`src/rtl/uart_lsr_pkg.sv`:
```
package uart_lsr_pkg;
  localparam int unsigned CHAR_W = 8;

  localparam int unsigned LSR_DR   = 0;
  localparam int unsigned LSR_OE   = 1;
  localparam int unsigned LSR_PE   = 2;
  localparam int unsigned LSR_FE   = 3;
  localparam int unsigned LSR_BI   = 4;
  localparam int unsigned LSR_THRE = 5;
  localparam int unsigned LSR_TEMT = 6;
  localparam int unsigned LSR_EIF  = 7;

  localparam int unsigned N_STICKY = 4;

  typedef struct packed {
    logic              brk;
    logic              fe;
    logic              pe;
    logic [CHAR_W-1:0] data;
  } rx_entry_t;

  function automatic logic entry_has_err(rx_entry_t e);
    return e.brk | e.fe | e.pe;
  endfunction
endpackage

```
`src/rtl/lsr_sticky_flag.sv`:
```
module lsr_sticky_flag (
  input  logic clk,
  input  logic rst_n,
  input  logic set_i,
  input  logic clr_i,
  output logic q_o
);
  always_ff @(posedge clk or negedge rst_n) begin
    if (!rst_n)     q_o <= 1'b0;
    else if (set_i) q_o <= 1'b1;
    else if (clr_i) q_o <= 1'b0;
  end

  p_set_wins_r7: assert property (@(posedge clk) disable iff (!rst_n)
    set_i |=> q_o);
  p_read_clears_r7: assert property (@(posedge clk) disable iff (!rst_n)
    (clr_i && !set_i) |=> !q_o);
endmodule

```
`src/rtl/lsr_err_count.sv`:
```
module lsr_err_count #(
  parameter int unsigned CNT_W = 5
) (
  input  logic             clk,
  input  logic             rst_n,
  input  logic             flush_i,
  input  logic             inc_i,
  input  logic             dec_i,
  output logic [CNT_W-1:0] cnt_o,
  output logic             any_next_o
);
  logic [CNT_W-1:0] cnt_next;

  always_comb begin
    if (flush_i) cnt_next = '0;
    else         cnt_next = cnt_o + CNT_W'(inc_i) - CNT_W'(dec_i);
  end

  assign any_next_o = (cnt_next != '0);

  always_ff @(posedge clk or negedge rst_n) begin
    if (!rst_n) cnt_o <= '0;
    else        cnt_o <= cnt_next;
  end

  p_no_underflow_r8: assert property (@(posedge clk) disable iff (!rst_n)
    (dec_i && !inc_i && !flush_i) |-> (cnt_o != '0));
endmodule

```
`src/rtl/lsr_rx_fifo.sv`:
```
module lsr_rx_fifo
  import uart_lsr_pkg::*;
#(
  parameter int unsigned DEPTH = 16
) (
  input  logic                           clk,
  input  logic                           rst_n,
  input  logic                           flush_i,
  input  logic                           single_i,
  input  logic                           wr_valid_i,
  input  rx_entry_t                      wr_entry_i,
  input  logic                           rd_req_i,
  output rx_entry_t                      head_o,
  output logic [$clog2(DEPTH+1)-1:0]     count_o,
  output logic                           pop_o,
  output logic                           store_o,
  output logic                           overwrite_o,
  output logic                           overrun_o,
  output logic                           head_load_o,
  output rx_entry_t                      head_next_o
);
  localparam int unsigned PTR_W = $clog2(DEPTH);
  localparam int unsigned CNT_W = $clog2(DEPTH + 1);
  localparam logic [CNT_W-1:0] CNT_FULL = CNT_W'(DEPTH);
  localparam logic [CNT_W-1:0] CNT_ONE  = CNT_W'(1);

  rx_entry_t        mem [DEPTH];
  logic [PTR_W-1:0] rd_ptr, wr_ptr, rd_ptr_nx1;
  logic             full;

  function automatic logic [PTR_W-1:0] ptr_inc(logic [PTR_W-1:0] p);
    return (p == PTR_W'(DEPTH - 1)) ? '0 : p + PTR_W'(1);
  endfunction

  assign rd_ptr_nx1  = ptr_inc(rd_ptr);
  assign full        = single_i ? (count_o != '0) : (count_o == CNT_FULL);
  assign pop_o       = !flush_i && rd_req_i && (count_o != '0);
  assign overrun_o   = !flush_i && wr_valid_i && full && !pop_o;
  assign overwrite_o = overrun_o && single_i;
  assign store_o     = !flush_i && wr_valid_i && !overrun_o;
  assign head_o      = mem[rd_ptr];

  always_comb begin
    head_load_o = 1'b0;
    head_next_o = wr_entry_i;
    if (!flush_i) begin
      if (pop_o && count_o > CNT_ONE) begin
        head_load_o = 1'b1;
        head_next_o = mem[rd_ptr_nx1];
      end else if (store_o && (count_o == '0 || pop_o)) begin
        head_load_o = 1'b1;
      end else if (overwrite_o) begin
        head_load_o = 1'b1;
      end
    end
  end

  always_ff @(posedge clk) begin
    if (store_o)          mem[wr_ptr] <= wr_entry_i;
    else if (overwrite_o) mem[rd_ptr] <= wr_entry_i;
  end

  always_ff @(posedge clk or negedge rst_n) begin
    if (!rst_n) begin
      rd_ptr  <= '0;
      wr_ptr  <= '0;
      count_o <= '0;
    end else if (flush_i) begin
      rd_ptr  <= '0;
      wr_ptr  <= '0;
      count_o <= '0;
    end else begin
      if (pop_o)   rd_ptr <= rd_ptr_nx1;
      if (store_o) wr_ptr <= ptr_inc(wr_ptr);
      count_o <= count_o + CNT_W'(store_o) - CNT_W'(pop_o);
    end
  end

  p_no_overflow_r3: assert property (@(posedge clk) disable iff (!rst_n)
    count_o <= CNT_FULL);
  p_full_drop_r4: assert property (@(posedge clk) disable iff (!rst_n)
    (overrun_o && !single_i) |=> (count_o == CNT_FULL));
  p_single_depth_r5: assert property (@(posedge clk) disable iff (!rst_n)
    (single_i && !flush_i) |-> (count_o <= CNT_ONE));
  p_full_accept_r12: assert property (@(posedge clk) disable iff (!rst_n)
    (!flush_i && !single_i && wr_valid_i && rd_req_i && count_o == CNT_FULL)
      |=> (count_o == CNT_FULL));
endmodule

```
`src/rtl/uart_rx_line_status.sv`:
```
module uart_rx_line_status
  import uart_lsr_pkg::*;
#(
  parameter int unsigned DEPTH = 16
) (
  input  logic              clk,
  input  logic              rst_n,
  input  logic              fifo_en,
  input  logic              chr_valid,
  input  logic [CHAR_W-1:0] chr_data,
  input  logic              chr_par_err,
  input  logic              chr_frm_err,
  input  logic              chr_brk,
  input  logic              rbr_rd,
  input  logic              lsr_rd,
  input  logic              thr_empty,
  input  logic              txf_empty,
  input  logic              tsr_empty,
  output logic [CHAR_W-1:0] rbr_data,
  output logic [7:0]        lsr,
  output logic              rls_irq
);
  localparam int unsigned CNT_W = $clog2(DEPTH + 1);

  logic             mode_q, flush;
  rx_entry_t        in_entry, head, head_next;
  logic [CNT_W-1:0] count, err_cnt;
  logic             pop, store, overwrite, overrun, head_load;
  logic             err_inc, err_dec, err_any_next;
  logic             eif_q, thre;
  logic [N_STICKY-1:0] st_set, st_q;

  assign in_entry = '{brk: chr_brk, fe: chr_frm_err, pe: chr_par_err, data: chr_data};
  assign flush    = (fifo_en != mode_q);

  always_ff @(posedge clk or negedge rst_n) begin
    if (!rst_n) mode_q <= 1'b0;
    else        mode_q <= fifo_en;
  end

  lsr_rx_fifo #(.DEPTH(DEPTH)) u_fifo (
    .clk         (clk),
    .rst_n       (rst_n),
    .flush_i     (flush),
    .single_i    (!fifo_en),
    .wr_valid_i  (chr_valid),
    .wr_entry_i  (in_entry),
    .rd_req_i    (rbr_rd),
    .head_o      (head),
    .count_o     (count),
    .pop_o       (pop),
    .store_o     (store),
    .overwrite_o (overwrite),
    .overrun_o   (overrun),
    .head_load_o (head_load),
    .head_next_o (head_next)
  );

  assign err_inc = (store || overwrite) && entry_has_err(in_entry);
  assign err_dec = (pop || overwrite) && entry_has_err(head);

  lsr_err_count #(.CNT_W(CNT_W)) u_errcnt (
    .clk        (clk),
    .rst_n      (rst_n),
    .flush_i    (flush),
    .inc_i      (err_inc),
    .dec_i      (err_dec),
    .cnt_o      (err_cnt),
    .any_next_o (err_any_next)
  );

  // sticky order: overrun, parity, framing, break (lsr bits 1..4)
  assign st_set[0] = overrun;
  assign st_set[1] = head_load && head_next.pe;
  assign st_set[2] = head_load && head_next.fe;
  assign st_set[3] = head_load && head_next.brk;

  for (genvar gi = 0; gi < N_STICKY; gi++) begin : g_sticky
    lsr_sticky_flag u_flag (
      .clk   (clk),
      .rst_n (rst_n),
      .set_i (st_set[gi]),
      .clr_i (lsr_rd),
      .q_o   (st_q[gi])
    );
  end

  always_ff @(posedge clk or negedge rst_n) begin
    if (!rst_n)            eif_q <= 1'b0;
    else if (!fifo_en)     eif_q <= 1'b0;
    else if (err_any_next) eif_q <= 1'b1;
    else if (lsr_rd)       eif_q <= 1'b0;
  end

  assign thre     = fifo_en ? txf_empty : thr_empty;
  assign rbr_data = (count != '0) ? head.data : '0;

  always_comb begin
    lsr                  = '0;
    lsr[LSR_DR]          = (count != '0);
    lsr[LSR_BI:LSR_OE]   = st_q;
    lsr[LSR_THRE]        = thre;
    lsr[LSR_TEMT]        = thre & tsr_empty;
    lsr[LSR_EIF]         = eif_q & fifo_en;
  end

  assign rls_irq = |st_q;

  p_dr_after_store_r2: assert property (@(posedge clk) disable iff (!rst_n)
    store |=> lsr[LSR_DR]);
  p_overrun_flag_r4: assert property (@(posedge clk) disable iff (!rst_n)
    overrun |=> lsr[LSR_OE]);
  p_irq_on_oe_r10: assert property (@(posedge clk) disable iff (!rst_n)
    $rose(lsr[LSR_OE]) |-> rls_irq);
  p_eif_errs_r8: assert property (@(posedge clk) disable iff (!rst_n)
    (fifo_en && mode_q && err_cnt != '0) |-> lsr[LSR_EIF]);
  p_flush_empties_r11: assert property (@(posedge clk) disable iff (!rst_n)
    flush |=> (rbr_data == '0));
endmodule

```
`config.mk`:
```
export PLATFORM = sky130hd
export DESIGN_NAME = uart_rx_line_status
export DESIGN_NICKNAME = d
export VERILOG_FILES = /design/src/rtl/uart_lsr_pkg.sv /design/src/rtl/lsr_sticky_flag.sv /design/src/rtl/lsr_err_count.sv /design/src/rtl/lsr_rx_fifo.sv /design/src/rtl/uart_rx_line_status.sv
export SDC_FILE = /design/constraint.sdc
export NUM_CORES = 1
export LEC_CHECK = 0
export BUFFER_PORTS_ARGS = -buffer_cell sky130_fd_sc_hd__buf_2
export CORE_MARGIN = 2
export CORE_UTILIZATION = 55
export DETAILED_ROUTE_END_ITERATION = 6
export HOLD_SLACK_MARGIN = 0.03
export PLACE_DENSITY = 0.72
export SLEW_MARGIN = 20
export SYNTH_ARGS = -nofsm -noshare
export SYNTH_HDL_FRONTEND = slang
export SYNTH_SLANG_ARGS = --single-unit
```
`constraint.sdc`:
```
create_clock -name clk -period 6.8 [get_ports clk]
set_input_delay 2.04 -clock clk [delete_from_list [all_inputs] [get_ports clk]]
set_output_delay 2.04 -clock clk [all_outputs]
set_load 0.03 [all_outputs]
```
# Word-level counts from Yosys, hierarchy flattened
# Memories as Yosys holds them, arrays and structs flattened.
# Cells that the tools add are included.
totals:
  register_bits: 24
  mem_bits_rw: 176
  in_bits: 20
  out_inout_bits: 17
  elab_cells: 92
  mem_count: 1
memory_table:
  columns: ["name", "words", "width", "read_ports", "rd_ports_with_merged_regs", "write_ports", "line_no", "rtl"]
  rows:
  - ["u_fifo.mem", 16, 11, 2, 0, 1, "lsr_rx_fifo.sv:27", "rx_entry_t mem [DEPTH];"]
classes:
  n_addsub: 6
  magnitude_cmp: 1
  eq_ne: 5
  mux: 31
  bitwise: 6
  reduce_logical: 32
ops:
  columns: ["cell", "count"]
  rows:
  - ["2-to-1 mux 11 bit", 3]
  - ["2-to-1 mux 4 bit", 7]
  - ["2-to-1 mux 1 bit", 18]
  - ["logical AND 1 bit", 14]
  - ["nonzero test 2 bit", 6]
  - ["OR reduction 11 bit", 1]
  - ["adder 5 x 1 -> 5 bit", 2]
  - ["2-to-1 mux 5 bit", 2]
  - ["nonzero test 5 bit", 2]
  - ["subtractor 5 x 1 -> 5 bit", 2]
  - ["adder 4 x 1 -> 4 bit (second input constant)", 2]
  - ["equality test 4 bit (second input constant)", 2]
  - ["2-to-1 mux 8 bit", 1]
  - ["equality test 5 bit (second input constant)", 1]
  - ["greater-than comparator 5 x 1 -> 1 bit (second input constant)", 1]
  - ["logical NOT 5 bit", 1]
  - ["logical NOT 1 bit", 4]
  - ["OR 1 bit", 4]
  - ["OR reduction 4 bit", 1]
  - ["logical OR 1 bit", 3]
  - ["inequality test 3 x 1 -> 1 bit (second input constant)", 1]
  - ["bitwise AND 1 bit", 2]
  - ["inequality test 1 bit", 1]

# Depth between registers and ports, before layout
depth:
  word_depth: 16
  mapped_depth: 18
  depth_no_buf: 17

# Cells and area by module
# Synthesis repeated with hierarchy kept, for this count alone.
unflattened:
  hier_cells: 772
  hier_area_um2: 10301.1
by_module_without_submodules:
  columns: ["module", "instances", "cells_each", "area_per_inst_um2", "seq_area_each_um2"]
  rows:
  - ["lsr_rx_fifo", 1, 698, 9559.2, 5610.4]
  - ["lsr_err_count", 1, 35, 351.6, 125.1]
  - ["uart_rx_line_status", 1, 27, 245.2, 50.0]
  - ["lsr_sticky_flag", 4, 3, 36.3, 25.0]

# Worst setup path after synthesis
# OpenSTA, ideal clock, no wires.
synth_timing:
  path_type: "input to output"
  start: "in fifo_en"
  end: "out lsr[6]"
  arrival_ps: 2723
  required_time_ps: 4760
  setup_slack_ps: 2037
  stages: 3
  n_path_buf: 1
  path_cell_list: "buf_6 -> mux2_2 -> and2_1"
synth_via:
  elab_chain_cells: 2
synth_rtl:
  columns: ["element", "line_no", "rtl"]
  rows:
  - ["start: declaration", "uart_rx_line_status.sv:8", "input logic fifo_en,"]
  - ["2-to-1 mux 1 bit", "uart_rx_line_status.sv:95", "assign thre = fifo_en ? txf_empty : thr_empty;"]
  - ["named net thre", "uart_rx_line_status.sv:30", "logic eif_q, thre;"]
  - ["bitwise AND 1 bit", "uart_rx_line_status.sv:103", "lsr[LSR_TEMT] = thre & tsr_empty;"]
  - ["end: declaration", "uart_rx_line_status.sv:20", "output logic [7:0] lsr,"]
# The timed path passes the listed nets, and every way through them passes these cells.

# Worst setup path in the final report
layout_timing:
  start: "reg u_fifo.rd_ptr[1]"
  end: "out rbr_data[4]"
layout_via:
  elab_chain_cells: 2
layout_rtl:
  columns: ["element", "line_no", "rtl"]
  rows:
  - ["start: declaration", "lsr_rx_fifo.sv:28", "logic [PTR_W-1:0] rd_ptr, wr_ptr, rd_ptr_nx1;"]
  - ["start signal: assignment", "lsr_rx_fifo.sv:73", "if (pop_o) rd_ptr <= rd_ptr_nx1;"]
  - ["memory read (16 x 11 bit)", null, null]
  - ["2-to-1 mux 8 bit", "uart_rx_line_status.sv:96", "assign rbr_data = (count != '0) ? head.data : '0;"]
  - ["end: declaration", "uart_rx_line_status.sv:19", "output logic [CHAR_W-1:0] rbr_data,"]
# No other way between the ends.

==> impl_metrics.yaml <==
run_status:
  status: "finished clean"
cells_and_area:
  area_growth_pct: 11.1
  final_cell_mix: "176 x edfxtp_1, 36 x buf_2, 35 x mux2i_1"
  multi_input_area_sq_um: 2670
  final_common_cell: "edfxtp_1"
  register_area_sq_um: 5890
  drive_above_1_share_pct: 19.6
  antenna_cells: 0
  nets: 662
  layout.cells.non_filler: 854
  post-route-util_pct: 62.2
  fillers: 1157
pwr:
  peakVddDrop_mv: 0.201
  power.density_nw_per_um2: 357
  p_leak_nw: 3.35
floorplanning:
  start_util_pct: 56.0
  coreArea_sq_um: 15800
  ios: 37
  die-area_sq_um: 17100
  die_h_um: 131
  die_x_um: 131
  num_rows: 46
drt:
  vias: 5380
  met1Wirelength_um: 8410
  routed_wl_um: 19800
  wl_met3_um: 1520
  wl_met2_um: 9410
  viasPerCell: 6.30
  ant_nets: 0
  wl_per_cell_um: 23.2
  drc_errors: 0
  drtIter0Drc: 701
  firstDrtPassIters: 5
  top_layer: "met4"
yosys:
  synth_seq_cells: 200
  async_flop_share_pct: 12.0
  synthFlopType: "edfxtp_1"
  synth_cell_type_count: 65
  syn_area_sq_um: 8830
  synth_seq_area_share_pct: 66.6
  synth_area_per_cell_sq_um: 15.1
  synth_nets: 622
  netlist_instances: 585
  yosys_warnings: 0
  synth_edf_count: 176
cts:
  h-tree-depth: 4
  cts_resized: 0
  hold_buffers: 0
  clkLatencyLatePin_ps: 440
  cts_tree: "done"
  clock_tree.buffer_depth: 2
  cts_root_buffer: "clkbuf_16"
  numClockSinks: 200
  clk_pin_slew_worst_paths_ps: 70
  cts_setup_buffers: 0
  cts_buffers: 17
global_routing:
  grt_usage_pct: 24.9
  grt_pass1_vias: 5266
  grt_max_degree: 49
  antenna_found_initial: 0
  grt_remaining_overflow: 0
  grt_pass1_wl_um: 30600
sta:
  setup_ws_ps: 1420
  drv_slew: 0
  final_hold_viol_count: 0
  fmax_mhz: 186
  finalClockSkew_ps: 7.94
  worst_slew_pin_slew_ps: 956
  max_slew_margin_pct: 36.0
  min_period_ps: 5380
  period_share_pct: 79.2
  rsz0062_at_grt: "false"
  setup_viol: 0
  setup-tns-final_ps: 0
setup_path:
  crit_path_max_fanout: 18
  slowest_delay_ps: 790
  path_buf_inv: 2
  crit_required_ps: 4760
  arrival_ps: 3340
  path_depth: 6
  worst-r2r-setup-slack_ps: 2510
  reg2reg_depth: 15
  slowest_stage: "dfrtp_1"
  path_cells: "buf_4 -> nand2_1 -> o221ai_1 -> a21oi_1 -> nor3_1 -> buf_2"
  cp-end-kind: "primary output"
  crit_path_start_kind: "flip-flop"
  reg2reg_to: "eif_q"
  r2r-start: "u_fifo.rd_ptr[1]"
  worstSetupPathType: "reg2out"
  critical_path.top_delay_family: "simple AND/OR/NAND/NOR gates"
run:
  drv_cap: 0
placement:
  placedCellCount: 822
  hpwl_um: 12600
  gp_congestion: 0.971
  dp_slack_ps: 1680
  io_buffers: 36
hold_path:
  min-delay-start: "g_sticky[0].u_flag.q_o"
  hp-class: "reg2reg"
  min_delay_worst_endpoint: "g_sticky[0].u_flag.q_o"
  min_path_cells: 1
==> layer usage <==
layer  GRT usage, %  vias to the layer above
met4           8.51                        0
li1               -                     2372
met2           38.5                      286
met3           5.62                       42
met5              0                        -
met1           35.5                     2680
==> synth_stat cells, drive strengths merged (4+ instances only) <==
cell type	number	area [sq um]
nand2	24	90.1
dfrtp	24	601
ha	15	188
buf	26	173
o22ai	9	56.3
mux2	7	78.8
clkbuf	6	22.5
nor4	8	50.1
and2	6	37.5
xnor2	5	51.3
a21o	4	30.0
edfxtp	176	5290
a21oi	26	130
nor2	28	113
and3	4	25.0
o221ai	16	140
o21ai	17	88.8
mux2i	35	350
or3	6	37.5
a31oi	8	56.3
mux4	19	435
inv	22	82.6
nor3	30	155
nor4b	7	76.3
nand3	11	55.1
nor3b	7	62.6
==> worst max-delay path by stage <==
stage	start	endpoint	slack, ps
2_1_floorplan	fifo_en	lsr[6]	2040
3_3_place_gp	fifo_en	eif_q	1840
3_5_place_dp	fifo_en	eif_q	1680
4_1_cts	u_fifo.rd_ptr[1]	rbr_data[4]	1470
5_1_grt	u_fifo.rd_ptr[1]	rbr_data[4]	1190
6_report	u_fifo.rd_ptr[1]	rbr_data[4]	1420
==> metrics by stage <==
step | hold slack [ps] | cell area (sq um) | power [W]
after floorplan | 472 | 8830 | 0.00229
after global placement | 495 | 9220 | 0.00249
after detailed placement | 495 | 9230 | 0.00253
after CTS | 510 | 9810 | 0.00351
after global routing | 547 | 9810 | 0.00367
final | 503 | 9810 | 0.00350
==> cell type report <==
cell class	count	area share, %
clock buffers	17	4.34
clock inverters	15	1.66
inverters	23	0.880
multi-input cells	330	27.2
flip-flops and latches	200	60.0
well taps	216	2.75
repair buffers	53	3.14
==> state kept, by name, summed over array words and instances (netlist names) <==
name / cells
u_fifo.wr_ptr: 4
g_sticky.u_flag.q_o: 4
u_fifo.count_o: 5
u_errcnt.cnt_o: 5
u_fifo.rd_ptr: 4
mode_q: 1
eif_q: 1
u_fifo.mem: 176
==> report_power, final <==
| group | internal, W | leakage, nW | switching [W] | total (W) |
|---|---|---|---|---|
| Combinational | 0.000419 | 1.18 | 0.000598 | 0.00102 |
| Clock | 0.000519 | 0.275 | 0.000467 | 0.000987 |
| Sequential | 0.00139 | 1.90 | 0.000104 | 0.00150 |
| Total | 0.00233 | 3.35 | 0.00117 | 0.00350 |
==> cells by family (layout without fill, tap and decap cells) <==
logic type      after synthesis  in the layout  share of synthesized area [%]
buf+inv                      55            108                           3.19
flops                       200            200                           66.6
fa+ha+maj                    17             17                           2.58
simple gates                142            142                           8.84
mux                          61             61                           9.79
xor+xnor                      8              8                          0.963
compound gates              102            102                           8.02
(Power assumes the default switching activity.)
